<file path="config.mk">
export PLATFORM = sky130hd
export DESIGN_NAME = gp_timer
export DESIGN_NICKNAME = d
export VERILOG_FILES = /design/src/rtl/gpt_pkg.sv /design/src/rtl/gpt_post_pipe.sv /design/src/rtl/gpt_prescale.sv /design/src/rtl/gpt_counter.sv /design/src/rtl/gpt_capture.sv /design/src/rtl/gpt_wave.sv /design/src/rtl/gp_timer.sv
export SDC_FILE = /design/constraint.sdc
export NUM_CORES = 1
export LEC_CHECK = 0
export BUFFER_PORTS_ARGS = -buffer_cell sky130_fd_sc_hd__buf_2
export CORE_MARGIN = 2
export CORE_UTILIZATION = 57
export CTS_CLUSTER_DIAMETER = 100
export DETAILED_ROUTE_END_ITERATION = 10
export HOLD_SLACK_MARGIN = 0.03
export PLACE_DENSITY = 0.75
export SYNTH_ARGS = -nofsm -noshare
export SYNTH_HDL_FRONTEND = slang
export SYNTH_HIERARCHICAL = 1
export SYNTH_SLANG_ARGS = --single-unit
</file>
<file path="constraint.sdc">
create_clock -name clk -period 4.4 [get_ports clk]
set_clock_uncertainty 0.05 [all_clocks]
set_input_delay 0.66 -clock clk [delete_from_list [all_inputs] [get_ports clk]]
set_output_delay 0.66 -clock clk [all_outputs]
set_load 0.05 [all_outputs]
</file>
<file path="src/rtl/gpt_pkg.sv">
`timescale 1ns/1ps
// Shared offsets, control-field positions and types of the general-purpose timer.
// Assumes a byte-addressed 32-bit register port with 8-bit offsets.
package gpt_pkg;
    localparam int ADR_W  = 8;
    localparam int BUS_W  = 32;
    localparam int CTRL_W = 14;
    localparam int STAT_W = 3;

    localparam logic [ADR_W-1:0] A_ID    = 8'h00;
    localparam logic [ADR_W-1:0] A_STAT  = 8'h18;
    localparam logic [ADR_W-1:0] A_IEN   = 8'h1C;
    localparam logic [ADR_W-1:0] A_CTRL  = 8'h24;
    localparam logic [ADR_W-1:0] A_COUNT = 8'h28;
    localparam logic [ADR_W-1:0] A_RELD  = 8'h2C;
    localparam logic [ADR_W-1:0] A_TRIG  = 8'h30;
    localparam logic [ADR_W-1:0] A_PEND  = 8'h34;
    localparam logic [ADR_W-1:0] A_CMP   = 8'h38;
    localparam logic [ADR_W-1:0] A_CAPT  = 8'h3C;

    localparam int B_RUN  = 0;
    localparam int B_ARL  = 1;
    localparam int B_DIV  = 2;
    localparam int B_PREN = 5;
    localparam int B_CMPE = 6;
    localparam int B_TGL  = 7;
    localparam int B_EDGE = 8;
    localparam int B_WEVT = 10;
    localparam int B_INV  = 12;
    localparam int B_HOLD = 13;

    localparam int S_MATCH = 0;
    localparam int S_OVF   = 1;
    localparam int S_CAPT  = 2;

    typedef enum logic [1:0] {EDGE_NONE, EDGE_RISE, EDGE_FALL, EDGE_BOTH} edge_sel_e;
    typedef enum logic [1:0] {WAVE_OFF, WAVE_OVF, WAVE_OVF_CMP, WAVE_RSVD} wave_sel_e;

    typedef struct packed {
        logic [ADR_W-1:0] addr;
        logic [BUS_W-1:0] data;
    } post_wr_t;
endpackage

</file>
<file path="src/rtl/gpt_post_pipe.sv">
`timescale 1ns/1ps
// Posted-write pipeline: each bus write travels STAGES registers before it is
// presented for commit. Assumes at most one write per cycle; never stalls.
module gpt_post_pipe
    import gpt_pkg::*;
#(
    parameter int STAGES = 2
) (
    input  logic     clk,
    input  logic     rst_n,
    input  logic     wr_en,
    input  post_wr_t wr_pkt,
    output logic     cm_valid,
    output post_wr_t cm_pkt,
    output logic     pending
);
    logic     vld [STAGES];
    post_wr_t pkt [STAGES];

    for (genvar i = 0; i < STAGES; i++) begin : g_stage
        // Move one write per cycle down the posting chain.
        always_ff @(posedge clk) begin
            if (!rst_n) begin
                vld[i] <= 1'b0;
                pkt[i] <= '0;
            end else if (i == 0) begin
                vld[i] <= wr_en;
                pkt[i] <= wr_pkt;
            end else begin
                vld[i] <= vld[i-1];
                pkt[i] <= pkt[i-1];
            end
        end
    end

    // Any write still in flight counts as pending.
    always_comb begin
        pending = 1'b0;
        for (int k = 0; k < STAGES; k++) pending = pending | vld[k];
    end

    assign cm_valid = vld[STAGES-1];
    assign cm_pkt   = pkt[STAGES-1];
endmodule

</file>
<file path="src/rtl/gpt_prescale.sv">
`timescale 1ns/1ps
// Tick divider: with the divider on, one step every 2^(div+1) ticks; with it
// off, one step per tick. Phase restarts whenever the timer is not running.
module gpt_prescale #(
    parameter int PTV_W = 3
) (
    input  logic             clk,
    input  logic             rst_n,
    input  logic             run,
    input  logic             tick,
    input  logic             pre_on,
    input  logic [PTV_W-1:0] div,
    output logic             step
);
    localparam int PC_W = 1 << PTV_W;

    logic [PC_W-1:0] pcnt;
    logic [PC_W-1:0] limit;
    logic            wrap;

    // Terminal count is 2^(div+1)-1: the low div+1 bits set.
    always_comb begin
        limit = '0;
        for (int k = 0; k < PC_W; k++) limit[k] = (k <= int'(div));
    end

    assign wrap = (pcnt == limit);
    assign step = run & tick & (~pre_on | wrap);

    // Advance the divider phase on each tick while dividing.
    always_ff @(posedge clk) begin
        if (!rst_n || !run) pcnt <= '0;
        else if (tick && pre_on) pcnt <= wrap ? '0 : pcnt + 1'b1;
    end
endmodule

</file>
<file path="src/rtl/gpt_counter.sv">
`timescale 1ns/1ps
// Main up-counter with overflow and compare events. A direct set from the bus
// has priority over counting and suppresses that cycle's events.
module gpt_counter #(
    parameter int W = 32
) (
    input  logic         clk,
    input  logic         rst_n,
    input  logic         step,
    input  logic         auto_rl,
    input  logic         cmp_on,
    input  logic [W-1:0] cmp_val,
    input  logic [W-1:0] reload_val,
    input  logic         set_en,
    input  logic [W-1:0] set_val,
    output logic [W-1:0] cnt,
    output logic         ovf_evt,
    output logic         match_evt
);
    logic         at_top;
    logic [W-1:0] cnt_inc;

    assign at_top    = &cnt;
    assign cnt_inc   = cnt + {{(W-1){1'b0}}, 1'b1};
    assign ovf_evt   = step & ~set_en & at_top;
    assign match_evt = step & ~set_en & ~at_top & cmp_on & (cnt_inc == cmp_val);

    // Load, reload or advance the count.
    always_ff @(posedge clk) begin
        if (!rst_n)      cnt <= '0;
        else if (set_en) cnt <= set_val;
        else if (step)   cnt <= at_top ? (auto_rl ? reload_val : '0) : cnt_inc;
    end
endmodule

</file>
<file path="src/rtl/gpt_capture.sv">
`timescale 1ns/1ps
// Edge capture: detects the selected edge on a clk-synchronous input and
// copies the count. Hold mode keeps the first capture until acknowledged.
module gpt_capture
    import gpt_pkg::*;
#(
    parameter int W = 32
) (
    input  logic         clk,
    input  logic         rst_n,
    input  logic         cap_in,
    input  edge_sel_e    edge_sel,
    input  logic         hold_mode,
    input  logic         flag_set,
    input  logic [W-1:0] cnt,
    output logic [W-1:0] cap_q,
    output logic         cap_evt
);
    logic prev;
    logic rise, fall;

    assign rise = cap_in & ~prev;
    assign fall = ~cap_in & prev;

    // Match the detected edge against the selection.
    always_comb begin
        unique case (edge_sel)
            EDGE_RISE: cap_evt = rise;
            EDGE_FALL: cap_evt = fall;
            EDGE_BOTH: cap_evt = rise | fall;
            default:   cap_evt = 1'b0;
        endcase
    end

    // Remember the input and store the count on a selected edge.
    always_ff @(posedge clk) begin
        if (!rst_n) begin
            prev  <= 1'b0;
            cap_q <= '0;
        end else begin
            prev <= cap_in;
            if (cap_evt && !(hold_mode && flag_set)) cap_q <= cnt;
        end
    end
endmodule

</file>
<file path="src/rtl/gpt_wave.sv">
`timescale 1ns/1ps
// Waveform generator: toggles or pulses on the selected counter events,
// with an output inversion applied after the state register.
module gpt_wave
    import gpt_pkg::*;
(
    input  logic      clk,
    input  logic      rst_n,
    input  logic      ovf_evt,
    input  logic      match_evt,
    input  wave_sel_e sel,
    input  logic      toggle,
    input  logic      invert,
    output logic      wave
);
    logic state;
    logic hit;

    // Pick which counter events drive the waveform.
    always_comb begin
        unique case (sel)
            WAVE_OVF:     hit = ovf_evt;
            WAVE_OVF_CMP: hit = ovf_evt | match_evt;
            default:      hit = 1'b0;
        endcase
    end

    // Flip on an event in toggle mode; follow the event in pulse mode.
    always_ff @(posedge clk) begin
        if (!rst_n)      state <= 1'b0;
        else if (toggle) state <= state ^ hit;
        else             state <= hit;
    end

    assign wave = state ^ invert;
endmodule

</file>
<file path="src/rtl/gp_timer.sv">
`timescale 1ns/1ps
// General-purpose timer top: posted register port, divider, counter, capture
// and waveform. Assumes cap_in and the bus are synchronous to clk.
module gp_timer
    import gpt_pkg::*;
#(
    parameter logic [BUS_W-1:0] ID_VALUE    = 32'h0002_0105,
    parameter int               PTV_W       = 3,
    parameter int               POST_STAGES = 2
) (
    input  logic             clk,
    input  logic             rst_n,
    input  logic             tick_en,
    input  logic             bus_wr,
    input  logic [ADR_W-1:0] bus_addr,
    input  logic [BUS_W-1:0] bus_wdata,
    output logic [BUS_W-1:0] bus_rdata,
    input  logic             cap_in,
    output logic             pwm_out,
    output logic             irq_out
);
    logic [CTRL_W-1:0] ctrl_q;
    logic [STAT_W-1:0] stat_q;
    logic [STAT_W-1:0] ien_q;
    logic [BUS_W-1:0]  reload_q;
    logic [BUS_W-1:0]  cmp_q;
    logic [BUS_W-1:0]  cnt;
    logic [BUS_W-1:0]  cap_q;

    post_wr_t    in_pkt, cm_pkt;
    logic        cm_valid, pending;
    logic        hit_ctrl, hit_stat, hit_ien, hit_reld, hit_cmp, hit_cnt, hit_trig;
    logic        step, ovf_evt, match_evt, cap_evt, set_en;
    logic [BUS_W-1:0] set_val;

    assign in_pkt = '{addr: bus_addr, data: bus_wdata};

    gpt_post_pipe #(.STAGES(POST_STAGES)) u_post (
        .clk(clk), .rst_n(rst_n), .wr_en(bus_wr), .wr_pkt(in_pkt),
        .cm_valid(cm_valid), .cm_pkt(cm_pkt), .pending(pending)
    );

    // Decode the committing write.
    always_comb begin
        hit_ctrl = cm_valid && (cm_pkt.addr == A_CTRL);
        hit_stat = cm_valid && (cm_pkt.addr == A_STAT);
        hit_ien  = cm_valid && (cm_pkt.addr == A_IEN);
        hit_reld = cm_valid && (cm_pkt.addr == A_RELD);
        hit_cmp  = cm_valid && (cm_pkt.addr == A_CMP);
        hit_cnt  = cm_valid && (cm_pkt.addr == A_COUNT);
        hit_trig = cm_valid && (cm_pkt.addr == A_TRIG);
    end

    assign set_en  = hit_cnt | hit_trig;
    assign set_val = hit_cnt ? cm_pkt.data : reload_q;

    gpt_prescale #(.PTV_W(PTV_W)) u_div (
        .clk(clk), .rst_n(rst_n), .run(ctrl_q[B_RUN]), .tick(tick_en),
        .pre_on(ctrl_q[B_PREN]), .div(ctrl_q[B_DIV +: PTV_W]), .step(step)
    );

    gpt_counter #(.W(BUS_W)) u_cnt (
        .clk(clk), .rst_n(rst_n), .step(step), .auto_rl(ctrl_q[B_ARL]),
        .cmp_on(ctrl_q[B_CMPE]), .cmp_val(cmp_q), .reload_val(reload_q),
        .set_en(set_en), .set_val(set_val), .cnt(cnt),
        .ovf_evt(ovf_evt), .match_evt(match_evt)
    );

    gpt_capture #(.W(BUS_W)) u_cap (
        .clk(clk), .rst_n(rst_n), .cap_in(cap_in),
        .edge_sel(edge_sel_e'(ctrl_q[B_EDGE +: 2])), .hold_mode(ctrl_q[B_HOLD]),
        .flag_set(stat_q[S_CAPT]), .cnt(cnt), .cap_q(cap_q), .cap_evt(cap_evt)
    );

    gpt_wave u_wave (
        .clk(clk), .rst_n(rst_n), .ovf_evt(ovf_evt), .match_evt(match_evt),
        .sel(wave_sel_e'(ctrl_q[B_WEVT +: 2])), .toggle(ctrl_q[B_TGL]),
        .invert(ctrl_q[B_INV]), .wave(pwm_out)
    );

    // Control word: bus write wins; one-shot overflow drops the run bit.
    always_ff @(posedge clk) begin
        if (!rst_n)                          ctrl_q <= '0;
        else if (hit_ctrl)                   ctrl_q <= cm_pkt.data[CTRL_W-1:0];
        else if (ovf_evt && !ctrl_q[B_ARL])  ctrl_q[B_RUN] <= 1'b0;
    end

    // Value registers written only from the bus.
    always_ff @(posedge clk) begin
        if (!rst_n) begin
            ien_q    <= '0;
            reload_q <= '0;
            cmp_q    <= '0;
        end else begin
            if (hit_ien)  ien_q    <= cm_pkt.data[STAT_W-1:0];
            if (hit_reld) reload_q <= cm_pkt.data;
            if (hit_cmp)  cmp_q    <= cm_pkt.data;
        end
    end

    // Status flags: write-one-to-clear, with new events taking priority.
    always_ff @(posedge clk) begin
        if (!rst_n) stat_q <= '0;
        else stat_q <= (stat_q & ~(hit_stat ? cm_pkt.data[STAT_W-1:0] : '0))
                     | {cap_evt, ovf_evt, match_evt};
    end

    assign irq_out = |(stat_q & ien_q);

    // Combinational read mux over the implemented offsets.
    always_comb begin
        unique case (bus_addr)
            A_ID:    bus_rdata = ID_VALUE;
            A_STAT:  bus_rdata = {{(BUS_W-STAT_W){1'b0}}, stat_q};
            A_IEN:   bus_rdata = {{(BUS_W-STAT_W){1'b0}}, ien_q};
            A_CTRL:  bus_rdata = {{(BUS_W-CTRL_W){1'b0}}, ctrl_q};
            A_COUNT: bus_rdata = cnt;
            A_RELD:  bus_rdata = reload_q;
            A_PEND:  bus_rdata = {{(BUS_W-1){1'b0}}, pending};
            A_CMP:   bus_rdata = cmp_q;
            A_CAPT:  bus_rdata = cap_q;
            default: bus_rdata = '0;
        endcase
    end
endmodule

</file>
==> impl_metrics.toml <==
[clock_network]
holdBufCountCts = 0
cts_buffers = 26
cts.sink_count = 240
h-tree-depth = 1
post_cts_buffers = 0
clock_path_buffers = 3
path_clk_slew_ns = 0.07
cts_tree = "done"
cts_root_buf = "clkbuf_16"
cts-resized-gates = 0
clock_latency_ns = 0.55

[die]
initial_core_util_pct = 57.9
die_w_um = 150
rows = 53
fp.dieH_um = 150
coreArea_mm2 = 0.0210
dieArea_mm2 = 0.0225
ioPinCount = 79

[timing]
setup_viol = 0
tightest_slew_ns = 1.10
max_freq_mhz = 262
rsz0062_at_grt = "no"
maxSlewHeadroom_pct = 25.3
final_hold_viol_count = 0
fin_crit_ns = 3.82
finalSetupTns_ns = 0
whs_ns = 0.285
period_share_pct = 86.9
slew_violations = 0

[setup_path]
r2r_cells = 14
worst_path_max_delay_cell = "or4_4"
reg2reg_to = "u_wave/state$_SDFF_PN0_"
cp.buffers_inverters = 0
crit_family = "simple AND/OR/NAND/NOR gates"
r2r-start = "u_div/pcnt[3]$_SDFFE_PP0P_"
critPathCaptureType = "flip-flop"
crit_chain = "or4_1 > o22ai_1 > a21oi_1 > or4_4 > a21oi_2 > nor2b_1 > nand4_1 > a21oi_1 > nand4_1 > nor4_1 > and4_1 > o21ai_1 > a21oi_1 > mux2i_1"
cp.required_ns = 4.83
worstPathMaxFanout = 7
cp.arrival_ns = 4.25
start_kind = "flip-flop"
crit_type = "flip-flop to flip-flop"
r2r_slack_ns = 0.58
crit_top_cell = "a21oi_1"
cpPeakStageDelay_ns = 0.54

[global_routing]
grt_overflow = 0
grt_antenna_before_repair = 0
busiest_layer = "met2"
first_global_vias = 10400
met1_usage_pct = 41.8
grtUsageTotal_pct = 30.3
use_met3_pct = 5.42
grt_max_degree = 114
use_met2_pct = 47.8
grt_pass1_wl_um = 54700

[worst_hold_path]
hold_path_startpoint = "bus_wdata[10]"
hold_class = "primary input to flip-flop"
hold_path_end = "u_post/pkt[0][10]$_SDFF_PN0_"
whs_path_depth = 2

[yosys]
synthSimpleGateAreaFrac_pct = 24.5
synthesis.nets = 1458
postSynthCellCount = 1407
synth_xor_area_share_pct = 3.89
post_synth_fa_ha_maj_area_fraction_pct = 0.699
synth_compound_area_share_pct = 16.4
async_flop_share_pct = 0
synth-main-ff-cell = "dfxtp_1"
synth_top_family_by_area = "simple AND/OR/NAND/NOR gates"
synth_cell_type_count = 85
yosys_warnings = 6
avgSynthCellArea_um2 = 8.65
synth.area.mux_share_pct = 9.77
syn_area_mm2 = 0.0122
yosysSeqAreaShare_pct = 39.5
synth_seq_cells = 240
synth_edf_count = 0

[power]
p_per_area_mw_per_mm2 = 345
p_total_mw = 4.66
power.leakage_nw = 5.03
ir_worst_vdd_v = 0.000323

[routing]
wl_per_cell_um = 20.2
vias = 10900
ant_nets = 0
via_per_inst = 6.36
drt_wl_total_um = 34900
drcViolationCount = 0
first_pass_iters = 6
drt_iter0_drc = 1298

[layout]
multi_input_area_mm2 = 0.00676
nNetsFinal = 1478
area_delta_synth_final_pct = 10.9
diodes = 0
layout_common_cells = "dfxtp_1 (240), nand2_1 (201), o21ai_0 (111)"
drive_above_1_share_pct = 20.5
seq_area_mm2 = 0.00480
fill_cells = 1767
final_common_cell = "dfxtp_1"
fin_util_pct = 64.2

[place]
dp_hpwl_um = 23300
io_buffer_count = 78
gp_congestion = 1.00

[flow_run]
max_cap_viol_count = 0

[outcome]
status = "complete, no violations"
==> cells by family after synthesis <==
logic type	after synthesis
AOI/OAI and AO/OA	310
xor gates and xnor gates	54
adders and majority gates	7
buffers and inverters	138
DFF	240
muxes	114
and+or+nand+nor	544
==> worst max path at each step <==
stage | from | end | slack, ns | cells past startpoint
2_1_floorplan | u_div/pcnt[3]$_SDFFE_PP0P_ | u_wave/state$_SDFF_PN0_ | 0.94 | 15
3_3_place_gp | u_div/pcnt[3]$_SDFFE_PP0P_ | u_wave/state$_SDFF_PN0_ | 0.91 | 14
3_5_place_dp | u_div/pcnt[3]$_SDFFE_PP0P_ | u_wave/state$_SDFF_PN0_ | 0.73 | 14
4_1_cts | u_div/pcnt[3]$_SDFFE_PP0P_ | u_wave/state$_SDFF_PN0_ | 0.66 | 14
5_1_grt | u_div/pcnt[3]$_SDFFE_PP0P_ | u_wave/state$_SDFF_PN0_ | 0.43 | 14
6_report | u_div/pcnt[3]$_SDFFE_PP0P_ | u_wave/state$_SDFF_PN0_ | 0.58 | 14
==> power by group <==
part	total, mW	internal, mW	leakage, nW	switching [mW]
Clock	2.29	1.37	0.455	0.921
Sequential	2.23	2.21	1.95	0.0168
Combinational	0.148	0.0569	2.63	0.0908
Total	4.66	3.63	5.03	1.03
==> layer usage <==
| layer | routed length [um] | up-vias |
|---|---|---|
| li1 | - | 5057 |
| met1 | 14700 | 5241 |
| met2 | 15800 | 557 |
| met3 | 3370 | 93 |
| met4 | 1020 | 0 |
| met5 | 0 | - |
==> flip-flops by register name, summed over array words and instances, names as in the netlist <==
register,cells
u_cap/cap_q,32
u_cnt/cnt,32
u_cap/prev,1
reload_q,32
ien_q,3
u_post/pkt,80
ctrl_q,14
cmp_q,32
stat_q,3
u_div/pcnt,8
u_post/vld,2
u_wave/state,1
==> worst register-to-register path: stages, from the launching register on <==
cell     delay (ns)
dfxtp_1        0.38
or4_1          0.52
o22ai_1        0.15
a21oi_1        0.06
or4_4          0.54
a21oi_2        0.22
nor2b_1        0.30
nand4_1        0.14
a21oi_1        0.15
nand4_1        0.12
nor4_1         0.35
and4_1         0.31
o21ai_1        0.08
a21oi_1        0.21
mux2i_1        0.20
==> Yosys cell counts (4+ instances only) <==
| cell | n | area (um^2) |
|---|---|---|
| clkbuf_2 | 9 | 45.0 |
| o2111ai_1 | 4 | 35.0 |
| a41oi_1 | 4 | 35.0 |
| nor2b_1 | 9 | 56.3 |
| nand3_1 | 82 | 410 |
| a22oi_1 | 60 | 450 |
| or3_1 | 5 | 31.3 |
| a31oi_1 | 10 | 62.6 |
| dfxtp_1 | 240 | 4800 |
| buf_6 | 7 | 78.8 |
| mux2_2 | 37 | 417 |
| o21ai_1 | 4 | 20.0 |
| and2_2 | 82 | 616 |
| a221oi_1 | 8 | 70.1 |
| clkbuf_1 | 49 | 184 |
| and4_1 | 9 | 78.8 |
| mux2i_1 | 76 | 761 |
| and2_1 | 8 | 50.1 |
| o21ai_0 | 111 | 556 |
| a211o_1 | 5 | 43.8 |
| a21oi_1 | 50 | 250 |
| ha_1 | 6 | 75.1 |
| nand4_1 | 20 | 125 |
| xor2_1 | 17 | 149 |
| nor3_1 | 17 | 85.1 |
| nor4_1 | 9 | 56.3 |
| or4_1 | 5 | 37.5 |
| and3_1 | 10 | 62.6 |
| buf_2 | 28 | 140 |
| nor2_1 | 44 | 165 |
| inv_1 | 32 | 120 |
| a22o_1 | 12 | 105 |
| o211ai_1 | 5 | 37.5 |
| buf_1 | 7 | 26.3 |
| buf_4 | 5 | 37.5 |
| xnor2_1 | 37 | 324 |
| a21o_1 | 4 | 30.0 |
| nand2_1 | 201 | 754 |
| nor4b_1 | 5 | 43.8 |
| a311oi_1 | 6 | 52.6 |
==> stage by stage <==
step                setup slack (ns)  std cells  cell area [um^2]
CTS                            0.660       1722             13500
floorplan                      0.945       1407             12200
detailed placement             0.732       1674             12600
global route                   0.429       1722             13500
global placement               0.912       1674             12600
finish                         0.577       1722             13500
==> final cells by class <==
type	instances	area share, %
Timing Repair Buffer	98	4.14
Clock inverter	15	1.30
Clock buffer	33	5.46
Tap cell	275	2.55
Sequential cell	240	35.6
Multi-Input combinational cell	1029	50.1
Inverter	32	0.890
(Power assumes the default switching activity.)
